<file path="src/rtl/spi_timing_pkg.sv">
package spi_timing_pkg;
  localparam int CFG_W = 24;

  typedef enum logic [2:0] {
    ST_IDLE, ST_LEAD, ST_SHIFT, ST_TRAIL, ST_GAP
  } tg_state_e;

  function automatic logic [2:0] baud_pre(input logic [1:0] c);
    case (c)
      2'd0: baud_pre = 3'd2;
      2'd1: baud_pre = 3'd3;
      2'd2: baud_pre = 3'd5;
      default: baud_pre = 3'd7;
    endcase
  endfunction

  function automatic logic [15:0] baud_scl(input logic [3:0] c);
    if (c < 4'd4) baud_scl = 16'({12'd0, c} + 16'd1) << 1;
    else          baud_scl = 16'd1 << c;
  endfunction

  function automatic logic [2:0] dly_pre(input logic [1:0] c);
    dly_pre = {c, 1'b1};
  endfunction

  function automatic logic [16:0] dly_scl(input logic [3:0] n);
    dly_scl = 17'd1 << ({1'b0, n} + 5'd1);
  endfunction
endpackage

</file>
<file path="src/rtl/spi_timing_decode.sv">
module spi_timing_decode
  import spi_timing_pkg::*;
#(
  parameter int CNT_W = 20
) (
  input  logic [CFG_W-1:0]            cfg_i,
  output logic [CNT_W-1:0]            sck_div_o,
  output logic [CNT_W-1:0]            sck_half_o,
  output logic [2:0][CNT_W-1:0]       dly_len_o
);
  // 0: lead, 1: trail, 2: idle gap
  for (genvar g = 0; g < 3; g++) begin : g_dly
    localparam int PL = 22 - 2*g;
    localparam int SL = 12 - 4*g;
    assign dly_len_o[g] = CNT_W'(dly_pre(cfg_i[PL +: 2])) * CNT_W'(dly_scl(cfg_i[SL +: 4]));
  end

  assign sck_div_o  = CNT_W'(baud_pre(cfg_i[17:16])) * CNT_W'(baud_scl(cfg_i[3:0]));
  assign sck_half_o = sck_div_o >> 1;
endmodule

</file>
<file path="src/rtl/spi_phase_timer.sv">
module spi_phase_timer #(
  parameter int CNT_W = 20
) (
  input  logic             clk_i,
  input  logic             rst_ni,
  input  logic             load_i,
  input  logic [CNT_W-1:0] len_i,
  input  logic             run_i,
  output logic             zero_o
);
  logic [CNT_W-1:0] cnt_q;

  always_ff @(posedge clk_i or negedge rst_ni) begin
    if (!rst_ni)                       cnt_q <= '0;
    else if (load_i)                   cnt_q <= len_i - CNT_W'(1);
    else if (run_i && cnt_q != '0)     cnt_q <= cnt_q - CNT_W'(1);
  end

  assign zero_o = (cnt_q == '0);

  assert_timer_step_R3: assert property (@(posedge clk_i) disable iff (!rst_ni)
    (run_i && !load_i && cnt_q != '0) |=> (cnt_q == $past(cnt_q) - CNT_W'(1)));
endmodule

</file>
<file path="src/rtl/spi_sck_gen.sv">
module spi_sck_gen #(
  parameter int CNT_W  = 20,
  parameter int BITS_W = 4
) (
  input  logic              clk_i,
  input  logic              rst_ni,
  input  logic              en_i,
  input  logic              cpha_i,
  input  logic [CNT_W-1:0]  div_i,
  input  logic [CNT_W-1:0]  half_i,
  input  logic [BITS_W-1:0] last_bit_i,
  output logic              active_o,
  output logic              launch_o,
  output logic              sample_o,
  output logic              done_o
);
  logic [CNT_W-1:0]  pc_q;
  logic [BITS_W-1:0] bc_q;
  logic [CNT_W-1:0]  lo;
  logic              bit_end;

  assign lo      = div_i - half_i;
  assign bit_end = (pc_q == div_i - CNT_W'(1));

  always_ff @(posedge clk_i or negedge rst_ni) begin
    if (!rst_ni) begin
      pc_q <= '0;
      bc_q <= '0;
    end else if (!en_i) begin
      pc_q <= '0;
      bc_q <= '0;
    end else if (bit_end) begin
      pc_q <= '0;
      bc_q <= bc_q + BITS_W'(1);
    end else begin
      pc_q <= pc_q + CNT_W'(1);
    end
  end

  always_comb begin
    active_o = en_i && (cpha_i ? (pc_q < half_i) : (pc_q >= lo));
    launch_o = en_i && (pc_q == '0) && (cpha_i || bc_q != '0);
    sample_o = en_i && (pc_q == (cpha_i ? half_i : lo));
    done_o   = en_i && bit_end && (bc_q == last_bit_i);
  end

  assert_pc_range_R2: assert property (@(posedge clk_i) disable iff (!rst_ni)
    en_i |-> (pc_q < div_i));
  assert_edge_excl_R7: assert property (@(posedge clk_i) disable iff (!rst_ni)
    !(launch_o && sample_o));
endmodule

</file>
<file path="src/rtl/spi_timing_gen.sv">
module spi_timing_gen
  import spi_timing_pkg::*;
#(
  parameter int CNT_W  = 20,
  parameter int BITS_W = 4
) (
  input  logic              clk_i,
  input  logic              rst_ni,
  input  logic              start_i,
  input  logic [CFG_W-1:0]  cfg_i,
  input  logic              cpol_i,
  input  logic              cpha_i,
  input  logic [BITS_W-1:0] frame_len_i,
  output logic              sck_o,
  output logic              cs_o,
  output logic              launch_o,
  output logic              sample_o,
  output logic              lead_done_o,
  output logic              trail_done_o,
  output logic              gap_done_o,
  output logic              busy_o
);
  tg_state_e          state_q, state_d;
  logic [CFG_W-1:0]   cfg_q, cfg_sel;
  logic               cpol_q, cpha_q;
  logic [BITS_W-1:0]  len_q;
  logic               idle, accept;
  logic [CNT_W-1:0]   sck_div, sck_half;
  logic [2:0][CNT_W-1:0] dly_len;
  logic               tmr_load, tmr_run, tmr_zero;
  logic [CNT_W-1:0]   tmr_len;
  logic               sck_act, sck_done;

  assign idle    = (state_q == ST_IDLE);
  assign accept  = idle && start_i;
  // live attributes feed the lead load on the accepting edge
  assign cfg_sel = idle ? cfg_i : cfg_q;

  spi_timing_decode #(.CNT_W(CNT_W)) u_decode (
    .cfg_i      (cfg_sel),
    .sck_div_o  (sck_div),
    .sck_half_o (sck_half),
    .dly_len_o  (dly_len)
  );

  always_comb begin
    tmr_load = 1'b0;
    tmr_len  = dly_len[0];
    if (accept) begin
      tmr_load = 1'b1;
    end else if (state_q == ST_SHIFT && sck_done) begin
      tmr_load = 1'b1;
      tmr_len  = dly_len[1];
    end else if (state_q == ST_TRAIL && tmr_zero) begin
      tmr_load = 1'b1;
      tmr_len  = dly_len[2];
    end
  end

  assign tmr_run = (state_q == ST_LEAD) || (state_q == ST_TRAIL) || (state_q == ST_GAP);

  spi_phase_timer #(.CNT_W(CNT_W)) u_timer (
    .clk_i  (clk_i),
    .rst_ni (rst_ni),
    .load_i (tmr_load),
    .len_i  (tmr_len),
    .run_i  (tmr_run),
    .zero_o (tmr_zero)
  );

  spi_sck_gen #(.CNT_W(CNT_W), .BITS_W(BITS_W)) u_sck (
    .clk_i      (clk_i),
    .rst_ni     (rst_ni),
    .en_i       (state_q == ST_SHIFT),
    .cpha_i     (cpha_q),
    .div_i      (sck_div),
    .half_i     (sck_half),
    .last_bit_i (len_q),
    .active_o   (sck_act),
    .launch_o   (launch_o),
    .sample_o   (sample_o),
    .done_o     (sck_done)
  );

  always_comb begin
    state_d = state_q;
    case (state_q)
      ST_IDLE:  if (start_i)  state_d = ST_LEAD;
      ST_LEAD:  if (tmr_zero) state_d = ST_SHIFT;
      ST_SHIFT: if (sck_done) state_d = ST_TRAIL;
      ST_TRAIL: if (tmr_zero) state_d = ST_GAP;
      ST_GAP:   if (tmr_zero) state_d = ST_IDLE;
      default:                state_d = ST_IDLE;
    endcase
  end

  always_ff @(posedge clk_i or negedge rst_ni) begin
    if (!rst_ni) begin
      state_q <= ST_IDLE;
      cfg_q   <= '0;
      cpol_q  <= 1'b0;
      cpha_q  <= 1'b0;
      len_q   <= '0;
    end else begin
      state_q <= state_d;
      if (accept) begin
        cfg_q  <= cfg_i;
        cpol_q <= cpol_i;
        cpha_q <= cpha_i;
        len_q  <= frame_len_i;
      end
    end
  end

  assign busy_o       = !idle;
  assign cs_o         = (state_q == ST_LEAD) || (state_q == ST_SHIFT) || (state_q == ST_TRAIL);
  assign lead_done_o  = (state_q == ST_LEAD)  && tmr_zero;
  assign trail_done_o = (state_q == ST_TRAIL) && tmr_zero;
  assign gap_done_o   = (state_q == ST_GAP)   && tmr_zero;
  assign sck_o        = idle ? cpol_i : (cpol_q ^ sck_act);

  assert_cs_in_busy_R4: assert property (@(posedge clk_i) disable iff (!rst_ni)
    cs_o |-> busy_o);
  assert_cs_fall_R8: assert property (@(posedge clk_i) disable iff (!rst_ni)
    $fell(cs_o) |-> $past(trail_done_o));
  assert_cs_rise_R9: assert property (@(posedge clk_i) disable iff (!rst_ni)
    $rose(cs_o) |-> ($past(start_i) && !$past(busy_o)));
endmodule

</file>
<file path="config.mk">
export PLATFORM = sky130hd
export DESIGN_NAME = spi_timing_gen
export DESIGN_NICKNAME = d
export VERILOG_FILES = /design/src/rtl/spi_timing_pkg.sv /design/src/rtl/spi_timing_decode.sv /design/src/rtl/spi_phase_timer.sv /design/src/rtl/spi_sck_gen.sv /design/src/rtl/spi_timing_gen.sv
export SDC_FILE = /design/constraint.sdc
export NUM_CORES = 1
export LEC_CHECK = 0
export BUFFER_PORTS_ARGS = -buffer_cell sky130_fd_sc_hd__buf_2
export CELL_PAD_IN_SITES_DETAIL_PLACEMENT = 1
export CELL_PAD_IN_SITES_GLOBAL_PLACEMENT = 1
export CORE_ASPECT_RATIO = 1.4
export CORE_MARGIN = 2
export CORE_UTILIZATION = 30
export CTS_BUF_LIST = sky130_fd_sc_hd__clkbuf_4 sky130_fd_sc_hd__clkbuf_8
export DETAILED_ROUTE_END_ITERATION = 10
export GPL_TIMING_DRIVEN = 0
export HOLD_SLACK_MARGIN = 0.02
export PLACE_DENSITY = 0.65
export SLEW_MARGIN = 20
export SYNTH_ARGS = -nofsm -noshare
export SYNTH_HDL_FRONTEND = slang
export SYNTH_HIERARCHICAL = 1
export SYNTH_SLANG_ARGS = --single-unit
</file>
<file path="constraint.sdc">
create_clock -name clk_i -period 19.5 [get_ports clk_i]
set_input_delay 3.9 -clock clk_i [delete_from_list [all_inputs] [get_ports clk_i]]
set_output_delay 3.9 -clock clk_i [all_outputs]
set_load 0.1 [all_outputs]
</file>
# == After elaboration in Yosys (flattened, before gate mapping) ==
# Index checks and enable logic that the tools add are counted.
# W data, S select, Z words.
# word_totals
regBits,77
latch_bits,0
ramBits,0
rom_bits,0
output_inout_bits,8
word_cells,95
memories,0
# op_classes
add_sub_neg,10
multipliers,4
div,0
order_cmp,3
n_eq_ne,15
shifts,4
mux,24
n_bitwise,1
n_reduce_logical,26
# op_table
operator,n
$mux W20,8
$mul A3 B17 Y20,3
$shl A1 B5 Y17 const A,3
$eq A20 B20 Y1,2
$logic_not A20 Y1,2
$sub A20 B1 Y20 const B,2
$mux W24,1
$add A20 B1 Y20 const B,1
$add A4 B1 Y5 const B,4
$ge A20 B20 Y1,1
$lt A20 B18 Y1,1
$reduce_bool A20 Y1,1
$sub A19 B1 Y20 const B,1
$sub A19 B18 Y20,1
$mul A3 B16 Y19,1
$mux W16,1
$shl A1 B4 Y16 const A,1
$mux W3,5
$pmux W3 S5,1
$logic_and A1 B1 Y1,12
$ne A2 B2 Y1 const B,6
$pmux W3 S3,1
$mux W4,2
$eq A3 B2 Y1 const B,2
16 further kinds,24

# == Logic depth before layout (Yosys ltp) ==
# logic_depth
word_depth,14
depth_mapped,43
mapped_depth_nobuf,34

# == By module ==
# Netlist, hierarchy kept.
# modules_own_cells
mod,instances,cells_per_inst,area_per_inst_um2
spi_timing_decode,1,833,6223.5
spi_sck_gen,1,586,4619.4
spi_timing_gen,1,191,2033.2
spi_phase_timer,1,204,1734.2

# == Least setup slack after synthesis ==
# No wires, ideal clock.
# synth_timing
path_kind,input port to output port
from,in cfg_i[0]
to,out sample_o
t_arrival_ns,14.249
t_required_ns,15.600
slack_ns,1.351
cell_stages,26
path_cell_list,mux2_2 -> ha_1 -> ha_1 -> o21ai_0 -> nor2b_1 -> o21ai_0 -> fa_1 -> inv_1 -> fa_1 -> a211oi_1 -> o21bai_1 -> a2111oi_2 -> o21bai_1 -> a21oi_1 -> xnor2_1 -> buf_4 -> inv_1 -> ha_1 -> and3_1 -> and2_1 -> o21ai_0 -> o31ai_1 -> o41ai_1 -> nor4_1 -> or4_1 -> a2111oi_0
# synth_between
elab_chain_cells,8
elab_cells_between_ends,10
cone_classes,add/sub (2); mul (1); order compare (1); eq/ne (1); shift (1); mux (3); reduce/logical (1)
# synth_rtl
element,line,text
"start, declared",spi_timing_gen.sv:10,"input logic [CFG_W-1:0] cfg_i,"
$mux W24 *,spi_timing_gen.sv:37,assign cfg_sel = idle ? cfg_i : cfg_q;
"$add A4 B1 Y5, or another cell as far along",spi_timing_pkg.sv:18,"if (c < 4'd4) baud_scl = 16'({12'd0, c} + 16'd1) << 1;"
$mux W16 *,spi_timing_pkg.sv:18,
$mul A3 B16 Y19 *,spi_timing_decode.sv:18,assign sck_div_o = CNT_W'(baud_pre(cfg_i[17:16])) * CNT_W'(baud_scl(cfg_i[3:0]));
net sck_div[12],spi_timing_gen.sv:28,"logic [CNT_W-1:0] sck_div, sck_half;"
$sub A19 B18 Y20,spi_sck_gen.sv:22,assign lo = div_i - half_i;
$mux W20 *,spi_sck_gen.sv:43,sample_o = en_i && (pc_q == (cpha_i ? half_i : lo));
$eq A20 B20 Y1 *,spi_sck_gen.sv:43,
$logic_and A1 B1 Y1 *,spi_sck_gen.sv:43,
"end, declared",spi_timing_gen.sv:17,"output logic sample_o,"
# Mark *: on every way through the listed nets, which the timed path passes. The rest lies on a longest branch.

# == Final worst setup path ==
# layout_timing
from,in cfg_i[0]
to,out sck_o
# layout_between
elab_chain_cells,10
elab_cells_between_ends,13
cone_classes,add/sub (2); mul (1); order compare (3); shift (1); mux (4); bitwise (1); reduce/logical (1)
# layout_rtl
element,line,text
$mux W24 *,spi_timing_gen.sv:37,
net cfg_sel[0],spi_timing_gen.sv:24,"logic [CFG_W-1:0] cfg_q, cfg_sel;"
"$add A4 B1 Y5, or another cell as far along",spi_timing_pkg.sv:18,
$mux W16 *,spi_timing_pkg.sv:18,
$mul A3 B16 Y19 *,spi_timing_decode.sv:18,
net sck_div[14],spi_timing_gen.sv:28,
$sub A19 B18 Y20,spi_sck_gen.sv:22,
$ge A20 B20 Y1,spi_sck_gen.sv:41,active_o = en_i && (cpha_i ? (pc_q < half_i) : (pc_q >= lo));
$mux W1 *,spi_sck_gen.sv:41,
$logic_and A1 B1 Y1 *,spi_sck_gen.sv:41,
net sck_act,spi_timing_gen.sv:32,"logic sck_act, sck_done;"
$xor A1 B1 Y1 *,spi_timing_gen.sv:120,assign sck_o = idle ? cpol_i : (cpol_q ^ sck_act);
$mux W1 *,spi_timing_gen.sv:120,
"end, declared",spi_timing_gen.sv:14,"output logic sck_o,"
# Marked as above.

==> results.yml <==
min_path:
  hp-class: "register to register"
cts:
  cts_made_buffers: 9
  post_cts_buffers: 0
  insertion_delay_ps: 430
  clockBufferDepth: 2
  cts_tree: "built"
  cts_root_buf: "clkbuf_8"
  postCtsHoldBufs: 0
  clkTransAtPathRegs_ps: 90
  cts_max_level: 3
  cts.sinks: 77
  ctsResizeCount: 0
sta:
  finalSetupViolations: 0
  worstMarginPinSlew_ps: 992
  final_hold_viol_count: 0
  slew_headroom_pct: 33.4
  rsz0062_at_grt: "no"
  max_freq_ghz: 0.0613
  fin_crit_sh_pct: 83.6
  tns_ps: 0
  slew_viol_final: 0
  post-route-min-period_ps: 16310
  fin_skew_ps: 19.4
placed_design:
  placed_cell_area_sq_mm: 0.0157
  post-dp-hpwl_mm: 40.9
  dp_cells: 2498
  place_congestion: 0.878
  portBuffers: 40
routing:
  vias: 13700
  ant_nets: 0
  drc: 0
  avgViaCountPerCell: 5.46
  wl_mm: 49.7
  drtPass1Iterations: 7
  wl_per_cell_um: 19.8
  drt_iter0_drc: 556
cells_and_area:
  layout_common_cells: "ha_1, inv_1, nand2_1"
  final_cells: 2515
  final_common_cell: "ha_1"
  drive_gt1_share_pct: 10.8
  fin_nets: 2121
  fin_area_sq_mm: 0.0159
  syn_to_final_growth_pct: 8.76
logic_synthesis:
  synth-main-ff-cell: "dfrtp_1"
  syn_area_sq_mm: 0.0146
  async_flop_share_pct: 100
  synth_cell_types: 92
  yosysWarnings: 6
  yosysSeqAreaShare_pct: 13.2
  synth_seq_cells: 77
  syn_area_per_cell_sq_um: 8.05
  syn_inst: 1814
  synth_edf_count: 0
grt:
  grt_pass1_wl_mm: 79.3
  grt_pass1_vias: 14800
  grt_max_degree: 66
  grt_overflow: 0
  grt.total_usage_pct: 19.8
  antenna_found_initial: 3
critical_path:
  startpoint: "cfg_i[0]"
  cp-start-kind: "primary input"
  arrival_ps: 12410
  critPathKind: "primary input to output pin"
  cpMostUsedCell: "ha_1"
  reg2reg_depth: 41
  worstSetupEndpointType: "output pin"
  path_depth: 32
  r2r-start: "state_q[0]"
  r2r_slack_ps: 7470
  r2r-end: "u_timer/cnt_q[6]"
  crit_slowest_cell: "a2111oi_0"
  setup.worst_path.end: "sck_o"
  required_ps: 15600
  cp.buffers_inverters: 6
  crit_fanout: 10
  cp_slowest_stage_delay_ps: 700
  cp_top_family: "compound AO/OA/AOI/OAI gates"
die:
  die_h_um: 265
  die_area_sq_mm: 0.0505
  die_width_um: 191
  initial_core_util_pct: 30.4
  core_sq_mm: 0.0480
  rows: 95
  ios: 41
power_and_ir_drop:
  vdd_drop_max_v: 0.0000624
  p_leak_uw: 0.00755
  p_per_area_mw_per_mm2: 92.2
outcome:
  status: "completed"
run:
  cap_violations: 0
worst register-to-register path: cells and delay by family (launching register included):
family	cells	cell delay (ps)
simple gates	11	2590
xor+xnor	3	550
buf+inv	9	2810
flops	1	380
mux	2	670
fa+ha+maj	5	1770
compound gates	11	3170
worst min-delay path by stage:
stage	from	end	slack, ps	cells after the start
2_1_floorplan	cfg_q[0]	cfg_q[0]	450	1
3_3_place_gp	cfg_q[0]	cfg_q[0]	470	1
3_5_place_dp	cfg_q[0]	cfg_q[0]	490	1
4_1_cts	cfg_q[0]	cfg_q[0]	510	1
5_1_grt	cfg_q[8]	cfg_q[8]	530	1
6_report	cfg_q[0]	cfg_q[0]	500	1
through the flow:
step | utilization [%] | total power [uW] | setup WS (ps) | hold slack [ps]
after floorplan | - | 1020 | 1350 | 454
after global placement | 32.6 | 1290 | 3260 | 465
after detailed placement | 32.7 | 1320 | 3220 | 489
after CTS | 33.1 | 1470 | 3200 | 512
after global routing | 33.1 | 1600 | 2600 | 531
final | 33.1 | 1470 | 3190 | 501
per-layer routing:
metal | part of all wire [%] | up-vias | track usage, %
li1 | - | 6607 | -
met3 | 1.9 | 97 | 2.01
met1 | 39 | 6826 | 21.0
met2 | 55 | 209 | 38.9
met4 | 4.3 | 4 | 8.86
met5 | 0.056 | - | 0
synthesized netlist by cell type (16+ instances only):
cell type | n | area share (%)
a21o_1 | 45 | 2.3
nor4_1 | 19 | 0.81
buf_4 | 27 | 1.4
o211ai_1 | 27 | 1.4
nand2_1 | 114 | 2.9
mux2_2 | 55 | 4.2
a21oi_1 | 109 | 3.7
a31oi_1 | 16 | 0.69
nand2b_1 | 28 | 1.2
o21ai_0 | 70 | 2.4
fa_1 | 64 | 8.8
ha_1 | 145 | 12
clkbuf_1 | 59 | 1.5
nor3_1 | 41 | 1.4
nor2b_1 | 35 | 1.5
xnor2_1 | 93 | 5.6
nor2_2 | 17 | 0.73
dfrtp_1 | 77 | 13
and3_1 | 108 | 4.6
nand3_1 | 44 | 1.5
nor2_1 | 102 | 2.6
nand4_1 | 27 | 1.2
xor2_1 | 73 | 4.4
inv_1 | 119 | 3.1
o22ai_1 | 23 | 0.98
and2_1 | 20 | 0.86
power breakdown:
group / internal, uW / switching, uW
Sequential: 187 / 25.5
Combinational: 436 / 672
Clock: 60.9 / 83.8
Total: 684 / 782
sequential cells by signal (all words and copies together), names as in the netlist:
name / flops
state_q: 3
cfg_q: 24
u_timer/cnt_q: 20
u_sck/pc_q: 20
len_q: 4
cpol_q: 1
u_sck/bc_q: 4
cpha_q: 1
layout make-up:
type / count / area, sq um
clock inverters: 7 / 82.6
repair buffers: 41 / 234
diodes: 1 / 2.50
well taps: 630 / 788
inverters: 120 / 450
fillers: 5921 / 32100
flip-flops and latches: 77 / 1930
plain buffers: 115 / 633
clock buffers: 9 / 124
multi-input cells: 1515 / 11600
cell families (layout without fill, tap and decap cells):
group | after synthesis | count (layout) | share of synthesized area, %
other | 2 | 16 | 0.0514
muxes | 67 | 67 | 5.07
and+or+nand+nor | 638 | 638 | 24.1
xor gates and xnor gates | 166 | 166 | 9.95
DFF | 77 | 77 | 13.2
buffers and inverters | 235 | 292 | 7.42
adders and majority gates | 209 | 209 | 21.2
AOI/OAI and AO/OA | 420 | 420 | 19.0
Power figures use the tool's default switching activity.
